===== config.mk =====
export PLATFORM = sky130hd
export DESIGN_NAME = aon_pwr_seq
export DESIGN_NICKNAME = d
export VERILOG_FILES = /design/src/rtl/aon_pwr_pkg.sv /design/src/rtl/aon_sync.sv /design/src/rtl/aon_pwr_dp.sv /design/src/rtl/aon_pwr_ctrl.sv /design/src/rtl/aon_pwr_seq.sv
export SDC_FILE = /design/constraint.sdc
export NUM_CORES = 1
export LEC_CHECK = 0
export ABC_AREA = 1
export BUFFER_PORTS_ARGS = -buffer_cell sky130_fd_sc_hd__buf_2
export CAP_MARGIN = 15
export CORE_MARGIN = 2
export CORE_UTILIZATION = 55
export DETAILED_ROUTE_END_ITERATION = 12
export PLACE_DENSITY = 0.86
export REMOVE_ABC_BUFFERS = 1
export SKIP_LAST_GASP = 1
export SLEW_MARGIN = 20
export SYNTH_ARGS = -nofsm -noshare
export SYNTH_HDL_FRONTEND = slang
export SYNTH_SLANG_ARGS = --single-unit

===== constraint.sdc =====
create_clock -name clk -period 2.8 [get_ports clk]
set_input_delay 0.42 -clock clk [delete_from_list [all_inputs] [get_ports clk]]
set_output_delay 0.42 -clock clk [all_outputs]
set_load 0.03 [all_outputs]

===== src/rtl/aon_pwr_pkg.sv =====
package aon_pwr_pkg;

  typedef enum logic [3:0] {
    StReset,
    StMainOn,
    StClkOn,
    StIsoOff,
    StFastUp,
    StIdle,
    StClkOff,
    StIsoOn,
    StMainOff,
    StLowPower
  } seqState_e;

  typedef struct packed {
    logic mainOn;
    logic mainCfg;
    logic clkOn;
    logic clkCfg;
    logic isoOn;
    logic isoOff;
    logic upReqSet;
    logic upReqClr;
    logic dnAckSet;
    logic dnAckClr;
  } seqStrobe_t;

  typedef struct packed {
    logic mainAckOk;
    logic clkAckOk;
    logic fastUpAckS;
    logic fastDnReqS;
    logic wakeHit;
    logic rstHit;
  } seqStatus_t;

  typedef struct packed {
    logic coreClkEn;
    logic ioClkEn;
    logic usbClkEn;
    logic mainPdN;
  } lpCfg_t;

endpackage


===== src/rtl/aon_sync.sv =====
module aon_sync #(
  parameter int Width  = 1,
  parameter int Stages = 2
) (
  input  logic             clk,
  input  logic             rstN,
  input  logic [Width-1:0] din,
  output logic [Width-1:0] dout
);

  logic [Stages-1:0][Width-1:0] pipe;

  always_ff @(posedge clk or negedge rstN) begin
    if (!rstN) pipe <= '0;
    else       pipe <= {pipe[Stages-2:0], din};
  end

  assign dout = pipe[Stages-1];

endmodule


===== src/rtl/aon_pwr_dp.sv =====
module aon_pwr_dp
  import aon_pwr_pkg::*;
#(
  parameter int NumWake    = 4,
  parameter int NumRst     = 2,
  parameter int SyncStages = 2
) (
  input  logic               clk,
  input  logic               rstN,
  input  seqStrobe_t         strobe,
  output seqStatus_t         status,
  input  logic               cfgSyncReq,
  input  lpCfg_t             cfgIn,
  input  logic [NumWake-1:0] cfgWakeEn,
  input  logic [NumRst-1:0]  cfgResetEn,
  output logic               cfgSyncAck,
  input  logic [NumWake-1:0] wakeReq,
  input  logic [NumRst-1:0]  resetReq,
  input  logic               ackMainPwr,
  input  logic               ackCoreClk,
  input  logic               ackIoClk,
  input  logic               ackUsbClk,
  input  logic               fastPwrUpAck,
  input  logic               fastPwrDnReq,
  output logic               mainPdN,
  output logic               coreClkEn,
  output logic               ioClkEn,
  output logic               usbClkEn,
  output logic               isoEn,
  output logic               fastPwrUpReq,
  output logic               fastPwrDnAck
);

  localparam int SyncW = 7 + NumWake + NumRst;

  logic [SyncW-1:0]   rawIn, syncOut;
  logic               syncReqS, upAckS, dnReqS, mainAckS, coreAckS, ioAckS, usbAckS;
  logic [NumWake-1:0] wakeS, wakeEnSnap;
  logic [NumRst-1:0]  rstS, rstEnSnap;
  lpCfg_t             cfgSnap;

  assign rawIn = {cfgSyncReq, fastPwrUpAck, fastPwrDnReq, ackMainPwr,
                  ackCoreClk, ackIoClk, ackUsbClk, wakeReq, resetReq};

  aon_sync #(.Width(SyncW), .Stages(SyncStages)) u_sync (
    .clk  (clk),
    .rstN (rstN),
    .din  (rawIn),
    .dout (syncOut)
  );

  assign {syncReqS, upAckS, dnReqS, mainAckS, coreAckS, ioAckS, usbAckS,
          wakeS, rstS} = syncOut;

  // Configuration snapshot: captured once per sync request level
  always_ff @(posedge clk or negedge rstN) begin
    if (!rstN) begin
      cfgSnap    <= '{coreClkEn: 1'b0, ioClkEn: 1'b0, usbClkEn: 1'b0, mainPdN: 1'b1};
      wakeEnSnap <= '0;
      rstEnSnap  <= '0;
      cfgSyncAck <= 1'b0;
    end else if (syncReqS && !cfgSyncAck) begin
      cfgSnap    <= cfgIn;
      wakeEnSnap <= cfgWakeEn;
      rstEnSnap  <= cfgResetEn;
      cfgSyncAck <= 1'b1;
    end else if (!syncReqS) begin
      cfgSyncAck <= 1'b0;
    end
  end

  // Power, clock, isolation and handshake request registers
  always_ff @(posedge clk or negedge rstN) begin
    if (!rstN) begin
      mainPdN      <= 1'b0;
      coreClkEn    <= 1'b0;
      ioClkEn      <= 1'b0;
      usbClkEn     <= 1'b0;
      isoEn        <= 1'b1;
      fastPwrUpReq <= 1'b0;
      fastPwrDnAck <= 1'b0;
    end else begin
      if (strobe.mainOn)       mainPdN <= 1'b1;
      else if (strobe.mainCfg) mainPdN <= cfgSnap.mainPdN;
      if (strobe.clkOn) begin
        {coreClkEn, ioClkEn, usbClkEn} <= 3'b111;
      end else if (strobe.clkCfg) begin
        {coreClkEn, ioClkEn, usbClkEn} <= {cfgSnap.coreClkEn, cfgSnap.ioClkEn, cfgSnap.usbClkEn};
      end
      if (strobe.isoOn)         isoEn <= 1'b1;
      else if (strobe.isoOff)   isoEn <= 1'b0;
      if (strobe.upReqSet)      fastPwrUpReq <= 1'b1;
      else if (strobe.upReqClr) fastPwrUpReq <= 1'b0;
      if (strobe.dnAckSet)      fastPwrDnAck <= 1'b1;
      else if (strobe.dnAckClr) fastPwrDnAck <= 1'b0;
    end
  end

  assign status.mainAckOk  = (mainAckS == mainPdN);
  assign status.clkAckOk   = ({coreAckS, ioAckS, usbAckS} == {coreClkEn, ioClkEn, usbClkEn});
  assign status.fastUpAckS = upAckS;
  assign status.fastDnReqS = dnReqS;
  assign status.wakeHit    = |(wakeS & wakeEnSnap);
  assign status.rstHit     = |(rstS & rstEnSnap);

  AST_CLK_NEEDS_MAIN: assert property (@(posedge clk) disable iff (!rstN)
    ($rose(coreClkEn) || $rose(ioClkEn) || $rose(usbClkEn)) |-> mainPdN) else $error("AST_CLK_NEEDS_MAIN");
  AST_UPREQ_UNISOLATED: assert property (@(posedge clk) disable iff (!rstN)
    fastPwrUpReq |-> !isoEn) else $error("AST_UPREQ_UNISOLATED");
  AST_MAIN_OFF_ISOLATED: assert property (@(posedge clk) disable iff (!rstN)
    $fell(mainPdN) |-> isoEn) else $error("AST_MAIN_OFF_ISOLATED");
  AST_DNACK_EXCLUSIVE: assert property (@(posedge clk) disable iff (!rstN)
    fastPwrDnAck |-> !fastPwrUpReq) else $error("AST_DNACK_EXCLUSIVE");
  AST_SNAP_ONLY_ON_SYNC: assert property (@(posedge clk) disable iff (!rstN)
    !$stable(cfgSnap) |-> $rose(cfgSyncAck)) else $error("AST_SNAP_ONLY_ON_SYNC");

endmodule


===== src/rtl/aon_pwr_ctrl.sv =====
module aon_pwr_ctrl
  import aon_pwr_pkg::*;
(
  input  logic       clk,
  input  logic       rstN,
  input  seqStatus_t status,
  output seqStrobe_t strobe
);

  seqState_e stateQ, stateD;

  always_comb begin
    stateD = stateQ;
    strobe = '0;
    unique case (stateQ)
      StReset: begin
        strobe.mainOn = 1'b1;
        stateD        = StMainOn;
      end
      StMainOn: if (status.mainAckOk) begin
        strobe.clkOn = 1'b1;
        stateD       = StClkOn;
      end
      StClkOn: if (status.clkAckOk) begin
        strobe.isoOff = 1'b1;
        stateD        = StIsoOff;
      end
      StIsoOff: begin
        strobe.upReqSet = 1'b1;
        stateD          = StFastUp;
      end
      StFastUp: if (status.fastUpAckS) stateD = StIdle;
      StIdle: if (status.fastDnReqS) begin
        strobe.upReqClr = 1'b1;
        strobe.clkCfg   = 1'b1;
        stateD          = StClkOff;
      end
      StClkOff: if (status.clkAckOk) begin
        strobe.isoOn = 1'b1;
        stateD       = StIsoOn;
      end
      StIsoOn: begin
        strobe.mainCfg = 1'b1;
        stateD         = StMainOff;
      end
      StMainOff: if (status.mainAckOk && !status.fastUpAckS) begin
        strobe.dnAckSet = 1'b1;
        stateD          = StLowPower;
      end
      StLowPower: if (status.wakeHit || status.rstHit) begin
        strobe.dnAckClr = 1'b1;
        strobe.mainOn   = 1'b1;
        stateD          = StMainOn;
      end
      default: stateD = StReset;
    endcase
  end

  always_ff @(posedge clk or negedge rstN) begin
    if (!rstN) stateQ <= StReset;
    else       stateQ <= stateD;
  end

  AST_LP_NEEDS_CAUSE: assert property (@(posedge clk) disable iff (!rstN)
    (stateQ == StLowPower && !status.wakeHit && !status.rstHit) |=> stateQ == StLowPower)
    else $error("AST_LP_NEEDS_CAUSE");
  AST_IDLE_RESTS: assert property (@(posedge clk) disable iff (!rstN)
    (stateQ == StIdle && !status.fastDnReqS) |=> stateQ == StIdle)
    else $error("AST_IDLE_RESTS");

endmodule


===== src/rtl/aon_pwr_seq.sv =====
module aon_pwr_seq
  import aon_pwr_pkg::*;
#(
  parameter int NumWake    = 4,
  parameter int NumRst     = 2,
  parameter int SyncStages = 2
) (
  input  logic               clk,
  input  logic               rstN,
  input  logic               cfgSyncReq,
  input  logic               cfgCoreClkEn,
  input  logic               cfgIoClkEn,
  input  logic               cfgUsbClkEn,
  input  logic               cfgMainPdN,
  input  logic [NumWake-1:0] cfgWakeEn,
  input  logic [NumRst-1:0]  cfgResetEn,
  output logic               cfgSyncAck,
  input  logic [NumWake-1:0] wakeReq,
  input  logic [NumRst-1:0]  resetReq,
  input  logic               ackMainPwr,
  input  logic               ackCoreClk,
  input  logic               ackIoClk,
  input  logic               ackUsbClk,
  output logic               mainPdN,
  output logic               coreClkEn,
  output logic               ioClkEn,
  output logic               usbClkEn,
  output logic               isoEn,
  output logic               fastPwrUpReq,
  input  logic               fastPwrUpAck,
  input  logic               fastPwrDnReq,
  output logic               fastPwrDnAck
);

  seqStrobe_t strobe;
  seqStatus_t status;
  lpCfg_t     cfgIn;

  assign cfgIn = '{coreClkEn: cfgCoreClkEn, ioClkEn: cfgIoClkEn,
                   usbClkEn: cfgUsbClkEn, mainPdN: cfgMainPdN};

  aon_pwr_ctrl u_ctrl (
    .clk    (clk),
    .rstN   (rstN),
    .status (status),
    .strobe (strobe)
  );

  aon_pwr_dp #(.NumWake(NumWake), .NumRst(NumRst), .SyncStages(SyncStages)) u_dp (
    .clk          (clk),
    .rstN         (rstN),
    .strobe       (strobe),
    .status       (status),
    .cfgSyncReq   (cfgSyncReq),
    .cfgIn        (cfgIn),
    .cfgWakeEn    (cfgWakeEn),
    .cfgResetEn   (cfgResetEn),
    .cfgSyncAck   (cfgSyncAck),
    .wakeReq      (wakeReq),
    .resetReq     (resetReq),
    .ackMainPwr   (ackMainPwr),
    .ackCoreClk   (ackCoreClk),
    .ackIoClk     (ackIoClk),
    .ackUsbClk    (ackUsbClk),
    .fastPwrUpAck (fastPwrUpAck),
    .fastPwrDnReq (fastPwrDnReq),
    .mainPdN      (mainPdN),
    .coreClkEn    (coreClkEn),
    .ioClkEn      (ioClkEn),
    .usbClkEn     (usbClkEn),
    .isoEn        (isoEn),
    .fastPwrUpReq (fastPwrUpReq),
    .fastPwrDnAck (fastPwrDnAck)
  );

endmodule


# Word level (Yosys, flattened, before mapping)

Cells that the tools add are included.

Register bits after elaboration: 48
Bits of input ports: 25
Word-level logic and storage cells: 90

Eq/ne operators: 19
Muxes and demuxes: 38
Bitwise gates (word level): 2
Reductions and logical operators: 14

Operator list:

| operator                                              | count |
|---|---|
| one-hot mux 4 bit (10 select lines)                   | 1 |
| two-way mux 1 bit                                     | 29 |
| two-way mux 4 bit                                     | 7 |
| == test 4 x 3 -> 1 bit, second input constant         | 4 |
| inequality test 2 x 1 -> 1 bit, second input constant | 6 |
| nonzero test 2 bit                                    | 5 |
| == test 4 x 2 -> 1 bit, second input constant         | 2 |
| == test 4 bit, second input constant                  | 2 |
| AND reduction 7 bit                                   | 1 |
| AND 4 bit                                             | 1 |
| == test 4 x 1 -> 1 bit, second input constant         | 1 |
| zero test 4 bit                                       | 1 |
| inequality test 2 bit, second input constant          | 2 |
| OR reduction 4 bit                                    | 1 |
| == test 3 bit                                         | 1 |
| AND 2 bit                                             | 1 |
| logical AND 1 bit                                     | 2 |
| zero test 1 bit                                       | 2 |
| one-hot mux 1 bit (2 select lines)                    | 1 |
| OR reduction 2 bit                                    | 1 |
| == test 1 bit                                         | 1 |
| logical OR 1 bit                                      | 1 |

# Longest topological paths before layout

Depth after elaboration: 7
Depth in mapped cells: 10

# Modules after synthesis

A second synthesis with hierarchy kept.

Cell total of the unflattened synthesis: 188
Area total of the unflattened synthesis: 1,914.3 um^2

Modules (own cells, without submodules):

| module       | times used | cells each | area an instance (um^2) |
|---|---|---|---|
| aon_pwr_dp   | 1          | 86         | 784.5 |
| aon_sync     | 1          | 39         | 748.2 |
| aon_pwr_ctrl | 1          | 63         | 381.6 |

# Least setup slack after synthesis

OpenSTA, ideal clock, no wires.

Kind: reg2reg
Start: register u_dp.mainPdN
End: register u_ctrl.stateQ[0]
Library setup time: 0.117 ns
Data arrival time: 1.190 ns
Required time: 2.683 ns
Path slack: 1.493 ns
Cell stages (with the launch flop): 9
Buffers on the path: 0
Clock period less this slack: 1.307 ns
Path through: dfrtp_1 -> xnor2_1 -> nand2_1 -> nand2_1 -> inv_2 -> nor2_4 -> nand2_2 -> nand2_1 -> nand2_1

Longest elaborated chain between the ends: 4
Elaborated cells between the ends (all ways): 5

RTL lines:

| item                                     | RTL line           | RTL |
|---|---|---|
| start: declaration                       | aon_pwr_dp.sv:25   | `output logic mainPdN,` |
| start signal: assignment                 | aon_pwr_dp.sv:84   | `else if (strobe.mainCfg) mainPdN <= cfgSnap.mainPdN;` |
| == test 1 bit (*)                        | aon_pwr_dp.sv:99   | `assign status.mainAckOk = (mainAckS == mainPdN);` |
| logical AND 1 bit                        | aon_pwr_ctrl.sv:46 | `StMainOff: if (status.mainAckOk && !status.fastUpAckS) begin` |
| inequality test 2 x 1 -> 1 bit (no line) | n/a                |  |
| AND reduction 7 bit (no line) (*)        | n/a                |  |
| end signal: assignment                   | aon_pwr_ctrl.sv:60 | `if (!rstN) stateQ <= StReset;` |
| end signal: assignment                   | aon_pwr_ctrl.sv:61 | `else stateQ <= stateD;` |
| end: declaration                         | aon_pwr_ctrl.sv:10 | `seqState_e stateQ, stateD;` |

Mark *: on every way between the ends. The rest lies on a longest branch, timed or not.
A chain may end at the register's enable or synchronous reset.

# Worst setup path in the final report

Start: register u_dp.isoEn
End: output isoEn

RTL lines:

| item                     | RTL line          | RTL |
|---|---|---|
| start: declaration       | aon_pwr_dp.sv:29  | `output logic isoEn,` |
| start signal: assignment | aon_pwr_dp.sv:79  | `isoEn <= 1'b1;` |
| start signal: assignment | aon_pwr_dp.sv:90  | `if (strobe.isoOn) isoEn <= 1'b1;` |
| start signal: assignment | aon_pwr_dp.sv:91  | `else if (strobe.isoOff) isoEn <= 1'b0;` |
| end: declaration         | aon_pwr_seq.sv:28 | `output logic isoEn,` |

No word-level cell between the ends.

==> report_table.html <==
<table>
<tr><th>Metric</th><th>Value</th></tr>
<tr><th colspan="2">Timing</th></tr>
<tr><td>Worst Setup Slack, final</td><td>1.28 ns</td></tr>
<tr><td>Aggregate negative setup slack</td><td>0 ns</td></tr>
<tr><td>Final setup violation count</td><td>0</td></tr>
<tr><td>Worst hold slack after final layout</td><td>0.0379 ns</td></tr>
<tr><td>Fmax achieved</td><td>0.658 GHz</td></tr>
<tr><td>Maximum clock skew at final layout</td><td>0.00499 ns</td></tr>
<tr><td>Final Hold Vio Count</td><td>0</td></tr>
<tr><td>RSZ-0062 raised after global routing</td><td>no</td></tr>
<tr><td>Max Transition Viols Final</td><td>0</td></tr>
<tr><td>Final critical path time including I/O delays and setup</td><td>1.52 ns</td></tr>
<tr><td>Worst slew pin tran</td><td>0.568 ns</td></tr>
<tr><td>Worst rel slew slack</td><td>0.621</td></tr>
<tr><td>Fin crit share</td><td>0.543</td></tr>
<tr><th colspan="2">Logic synthesis</th></tr>
<tr><td>Count of yosys warnings during synthesis</td><td>0</td></tr>
<tr><td>Most instantiated flip-flop cell in the synthesis netlist</td><td>sky130_fd_sc_hd__dfrtp_1</td></tr>
<tr><td>Sequential cell area fraction in the yosys report</td><td>0.677</td></tr>
<tr><td>Flip-flop and latch count after synthesis</td><td>48</td></tr>
<tr><td>Most used standard cell by instance count after synthesis</td><td>sky130_fd_sc_hd__dfrtp_1</td></tr>
<tr><td>Synth top area share</td><td>0.648</td></tr>
<tr><td>Number of standard cells after synthesis</td><td>162</td></tr>
<tr><td>Dominant cells by area after synthesis</td><td>sky130_fd_sc_hd__dfrtp_1 (65%), sky130_fd_sc_hd__nand2_1 (8.9%), sky130_fd_sc_hd__mux2_2 (5.7%)</td></tr>
<tr><td>Unique masters post-synth</td><td>22</td></tr>
<tr><td>Cell types with the highest counts after synthesis</td><td>sky130_fd_sc_hd__dfrtp_1 (46), sky130_fd_sc_hd__nand2_1 (42), sky130_fd_sc_hd__inv_1 (14), sky130_fd_sc_hd__mux2_2 (9)</td></tr>
<tr><td>Mean cell area of the mapped netlist</td><td>11.0 um2</td></tr>
<tr><td>Async SR Flop Fraction</td><td>1.00</td></tr>
<tr><td>Cell area after synthesis</td><td>1780 um2</td></tr>
<tr><td>Top cell type by total area after synthesis</td><td>sky130_fd_sc_hd__dfrtp_1</td></tr>
<tr><td>EDFF count, synth</td><td>0</td></tr>
<tr><th colspan="2">Worst hold path</th></tr>
<tr><td>Kind of path behind the tightest hold check</td><td>in2async</td></tr>
<tr><th colspan="2">Placed design</th></tr>
<tr><td>Worst slack at placement</td><td>1.49 ns</td></tr>
<tr><td>Final weighted congestion in routability-driven placement</td><td>0.834</td></tr>
<tr><td>Number of buffer cells added on primary ports</td><td>32</td></tr>
<tr><td>Cell area after placement</td><td>1980 um2</td></tr>
<tr><td>DPL Wire Length</td><td>2250 um</td></tr>
<tr><th colspan="2">Layout</th></tr>
<tr><td>Area growth from synthesis to layout</td><td>16.5%</td></tr>
<tr><td>Fillers</td><td>228</td></tr>
<tr><td>Fin area</td><td>2070 um2</td></tr>
<tr><td>Net total in the final layout</td><td>224</td></tr>
<tr><td>Share of layout cells above drive strength 1</td><td>0.330</td></tr>
<tr><td>Ant diodes</td><td>0</td></tr>
<tr><th colspan="2">Detailed routing</th></tr>
<tr><td>DRC Markers</td><td>0</td></tr>
<tr><td>Drt initial violations</td><td>23</td></tr>
<tr><td>Post-route antenna net violation count</td><td>0</td></tr>
<tr><td>Routed wire length</td><td>2970 um</td></tr>
<tr><td>Ratio of routed vias to standard cells</td><td>4.76</td></tr>
<tr><td>Length of the first detailed-routing pass in iterations</td><td>4</td></tr>
<tr><td>Number of vias in the routed layout</td><td>1162</td></tr>
<tr><td>Routed length per instance</td><td>12.2 um</td></tr>
<tr><th colspan="2">Power and ir drop</th></tr>
<tr><td>IR drop worst, VDD</td><td>0.000493 V</td></tr>
<tr><td>Power Dens Cells</td><td>922 nW/um2</td></tr>
<tr><td>Leakage</td><td>1.06 nW</td></tr>
<tr><th colspan="2">Clocking</th></tr>
<tr><td>CTS tree</td><td>done</td></tr>
<tr><td>CTS HTree Levels</td><td>2</td></tr>
<tr><td>Clock buffers created by TritonCTS</td><td>5</td></tr>
<tr><td>Root buffer cell</td><td>sky130_fd_sc_hd__clkbuf_4</td></tr>
<tr><td>Post-CTS setup-driven buffer insertion count</td><td>0</td></tr>
<tr><td>Resized cells post-CTS</td><td>0</td></tr>
<tr><td>Hold Buf Count CTS</td><td>0</td></tr>
<tr><td>Clock insertion delay at the later pin of the skew report</td><td>0.36 ns</td></tr>
<tr><td>Clock-pin slew reported for the worst setup and hold paths after clock tree synthesis</td><td>0.13 ns</td></tr>
<tr><td>Clk buf depth</td><td>2</td></tr>
<tr><td>Total clock sinks</td><td>48</td></tr>
<tr><th colspan="2">Setup path</th></tr>
<tr><td>Delay-heaviest family, CP</td><td>flip-flops</td></tr>
<tr><td>Endpoint class of the critical path</td><td>output pin</td></tr>
<tr><td>Slowest stage delay, CP</td><td>0.55 ns</td></tr>
<tr><td>Highest-delay cell along the critical path</td><td>sky130_fd_sc_hd__dfstp_2</td></tr>
<tr><td>CP bufs+invs</td><td>1</td></tr>
<tr><td>Cells traversed along the worst timing path</td><td>buf_2</td></tr>
<tr><td>Max FO, Critical Path</td><td>2</td></tr>
<tr><td>Reg-to-reg startpoint</td><td>u_ctrl.stateQ[2]</td></tr>
<tr><td>Data required time of the worst path</td><td>2.38 ns</td></tr>
<tr><td>Startpoint type of the worst setup path</td><td>flop</td></tr>
<tr><td>CP Class</td><td>reg2out</td></tr>
<tr><td>Arrival @ worst endpoint</td><td>1.10 ns</td></tr>
<tr><td>Critical Path Start</td><td>u_dp.isoEn</td></tr>
<tr><th colspan="2">Floorplan</th></tr>
<tr><td>Height of the chip</td><td>60.8 um</td></tr>
<tr><td>Starting density of the core</td><td>0.582</td></tr>
<tr><td>Top-Level Pins</td><td>33</td></tr>
<tr><td>Number of placement rows</td><td>20</td></tr>
<tr><td>Area of the placeable core</td><td>3050 um2</td></tr>
<tr><td>Die Area</td><td>3700 um2</td></tr>
<tr><td>Floorplan die width</td><td>60.8 um</td></tr>
<tr><th colspan="2">Global routing</th></tr>
<tr><td>Maximum number of pins on one net before global-route repair</td><td>49</td></tr>
<tr><td>Total grt overflow</td><td>0</td></tr>
<tr><td>Via count of the first global-routing pass</td><td>1158</td></tr>
<tr><td>First-pass GRT wire length</td><td>4980 um</td></tr>
<tr><td>Initial antenna violation count</td><td>0</td></tr>
<tr><td>GRT Total Usage</td><td>0.193</td></tr>
<tr><th colspan="2">Outcome</th></tr>
<tr><td>Result of the run</td><td>complete, no violations</td></tr>
<tr><th colspan="2">Run</th></tr>
<tr><td>Max-cap violations</td><td>0</td></tr>
</table>
-- sequential cells by signal (all words and copies together), names as in the netlist --
| name | flops |
|---|---|
| u_dp.fastPwrDnAck | 1 |
| u_dp.ioClkEn | 1 |
| u_dp.usbClkEn | 1 |
| u_dp.isoEn | 1 |
| u_dp.rstEnSnap | 2 |
| u_dp.cfgSnap | 4 |
| u_dp.u_sync.dout | 13 |
| u_dp.mainPdN | 1 |
| u_dp.fastPwrUpReq | 1 |
| u_dp.coreClkEn | 1 |
| u_dp.u_sync.pipe | 13 |
| u_dp.cfgSyncAck | 1 |
| u_ctrl.stateQ | 4 |
| u_dp.wakeEnSnap | 4 |
-- path summary, 6_finish.rpt --
check | endpoint | slack [ns] | depth (start not counted)
worst max-delay path | isoEn | 1.28 | 1
worst min-delay path | u_dp.ioClkEn | 0.04 | 1
worst max register to register | u_ctrl.stateQ[0] | 1.48 | 8
worst min register to register | u_dp.u_sync.dout[4] | 0.36 | 0
max in group asynchronous | u_dp.cfgSnap[0] | 2.39 | 1
min in group clk | u_dp.u_sync.pipe[3] | 0.15 | 1
-- routing by layer --
layer | wire length (um) | GRT usage | share of wire | up-vias
li1 | - | - | - | 582
met1 | 1150 | 0.230 | 0.39 | 534
met2 | 1570 | 0.321 | 0.53 | 36
met3 | 181 | 0.0661 | 0.061 | 10
met4 | 73 | 0.0839 | 0.025 | 0
met5 | 0 | 0 | 0 | -
-- stage by stage --
stage                      util  instances  power [mW]
after floorplan               -        160        1.34
after global routing      0.678        244        2.04
final                     0.678        244        1.91
after global placement    0.650        236        1.47
after CTS                 0.677        244        1.92
after detailed placement  0.650        236        1.51
-- placed cells by master, fill, tap and decap left out --
cell	instances
sky130_fd_sc_hd__xor2_1	1
sky130_fd_sc_hd__dfstp_2	2
sky130_fd_sc_hd__nor3_1	2
sky130_fd_sc_hd__xnor2_1	2
sky130_fd_sc_hd__nor2_4	1
sky130_fd_sc_hd__inv_6	1
sky130_fd_sc_hd__buf_2	31
sky130_fd_sc_hd__buf_4	1
sky130_fd_sc_hd__nor2_2	1
sky130_fd_sc_hd__nand2_1	42
sky130_fd_sc_hd__nand2_2	5
sky130_fd_sc_hd__clkbuf_4	5
sky130_fd_sc_hd__nand3_2	1
sky130_fd_sc_hd__inv_2	7
sky130_fd_sc_hd__inv_1	14
sky130_fd_sc_hd__o2111ai_1	1
sky130_fd_sc_hd__nor2_1	7
sky130_fd_sc_hd__nand4_1	1
sky130_fd_sc_hd__o21ai_0	2
sky130_fd_sc_hd__a21oi_1	6
sky130_fd_sc_hd__nand3_1	7
sky130_fd_sc_hd__mux2_2	9
sky130_fd_sc_hd__clkinvlp_4	1
sky130_fd_sc_hd__bufinv_16	1
sky130_fd_sc_hd__dfrtp_1	46
sky130_fd_sc_hd__o21ai_1	3
-- final cells by class --
class                      count  area (um2)  area share
clock buffer                   5        37.5      0.0181
clock inverter                 3        46.3      0.0224
inverter                      21        78.8      0.0381
multi-input combinational     91         485       0.235
sequential                    48        1200       0.582
tap                           44        55.1      0.0266
timing repair buffer          32         163      0.0786
-- power breakdown --
part | switching [mW] | total [mW] | internal [mW]
sequential | 0.0845 | 0.898 | 0.813
combinational | 0.393 | 0.598 | 0.205
clock | 0.222 | 0.413 | 0.191
total | 0.700 | 1.91 | 1.21
-- logic make-up (layout without fill, tap and decap cells) --
logic type | count (synthesis) | in the layout | share of synthesized area
and+or+nand+nor | 67 | 67 | 0.165
DFF | 48 | 48 | 0.677
buffers and inverters | 23 | 61 | 0.0493
AOI/OAI and AO/OA | 12 | 12 | 0.0359
muxes | 9 | 9 | 0.0570
xor gates and xnor gates | 3 | 3 | 0.0148
No activity file was read; power rests on OpenSTA's default activity.
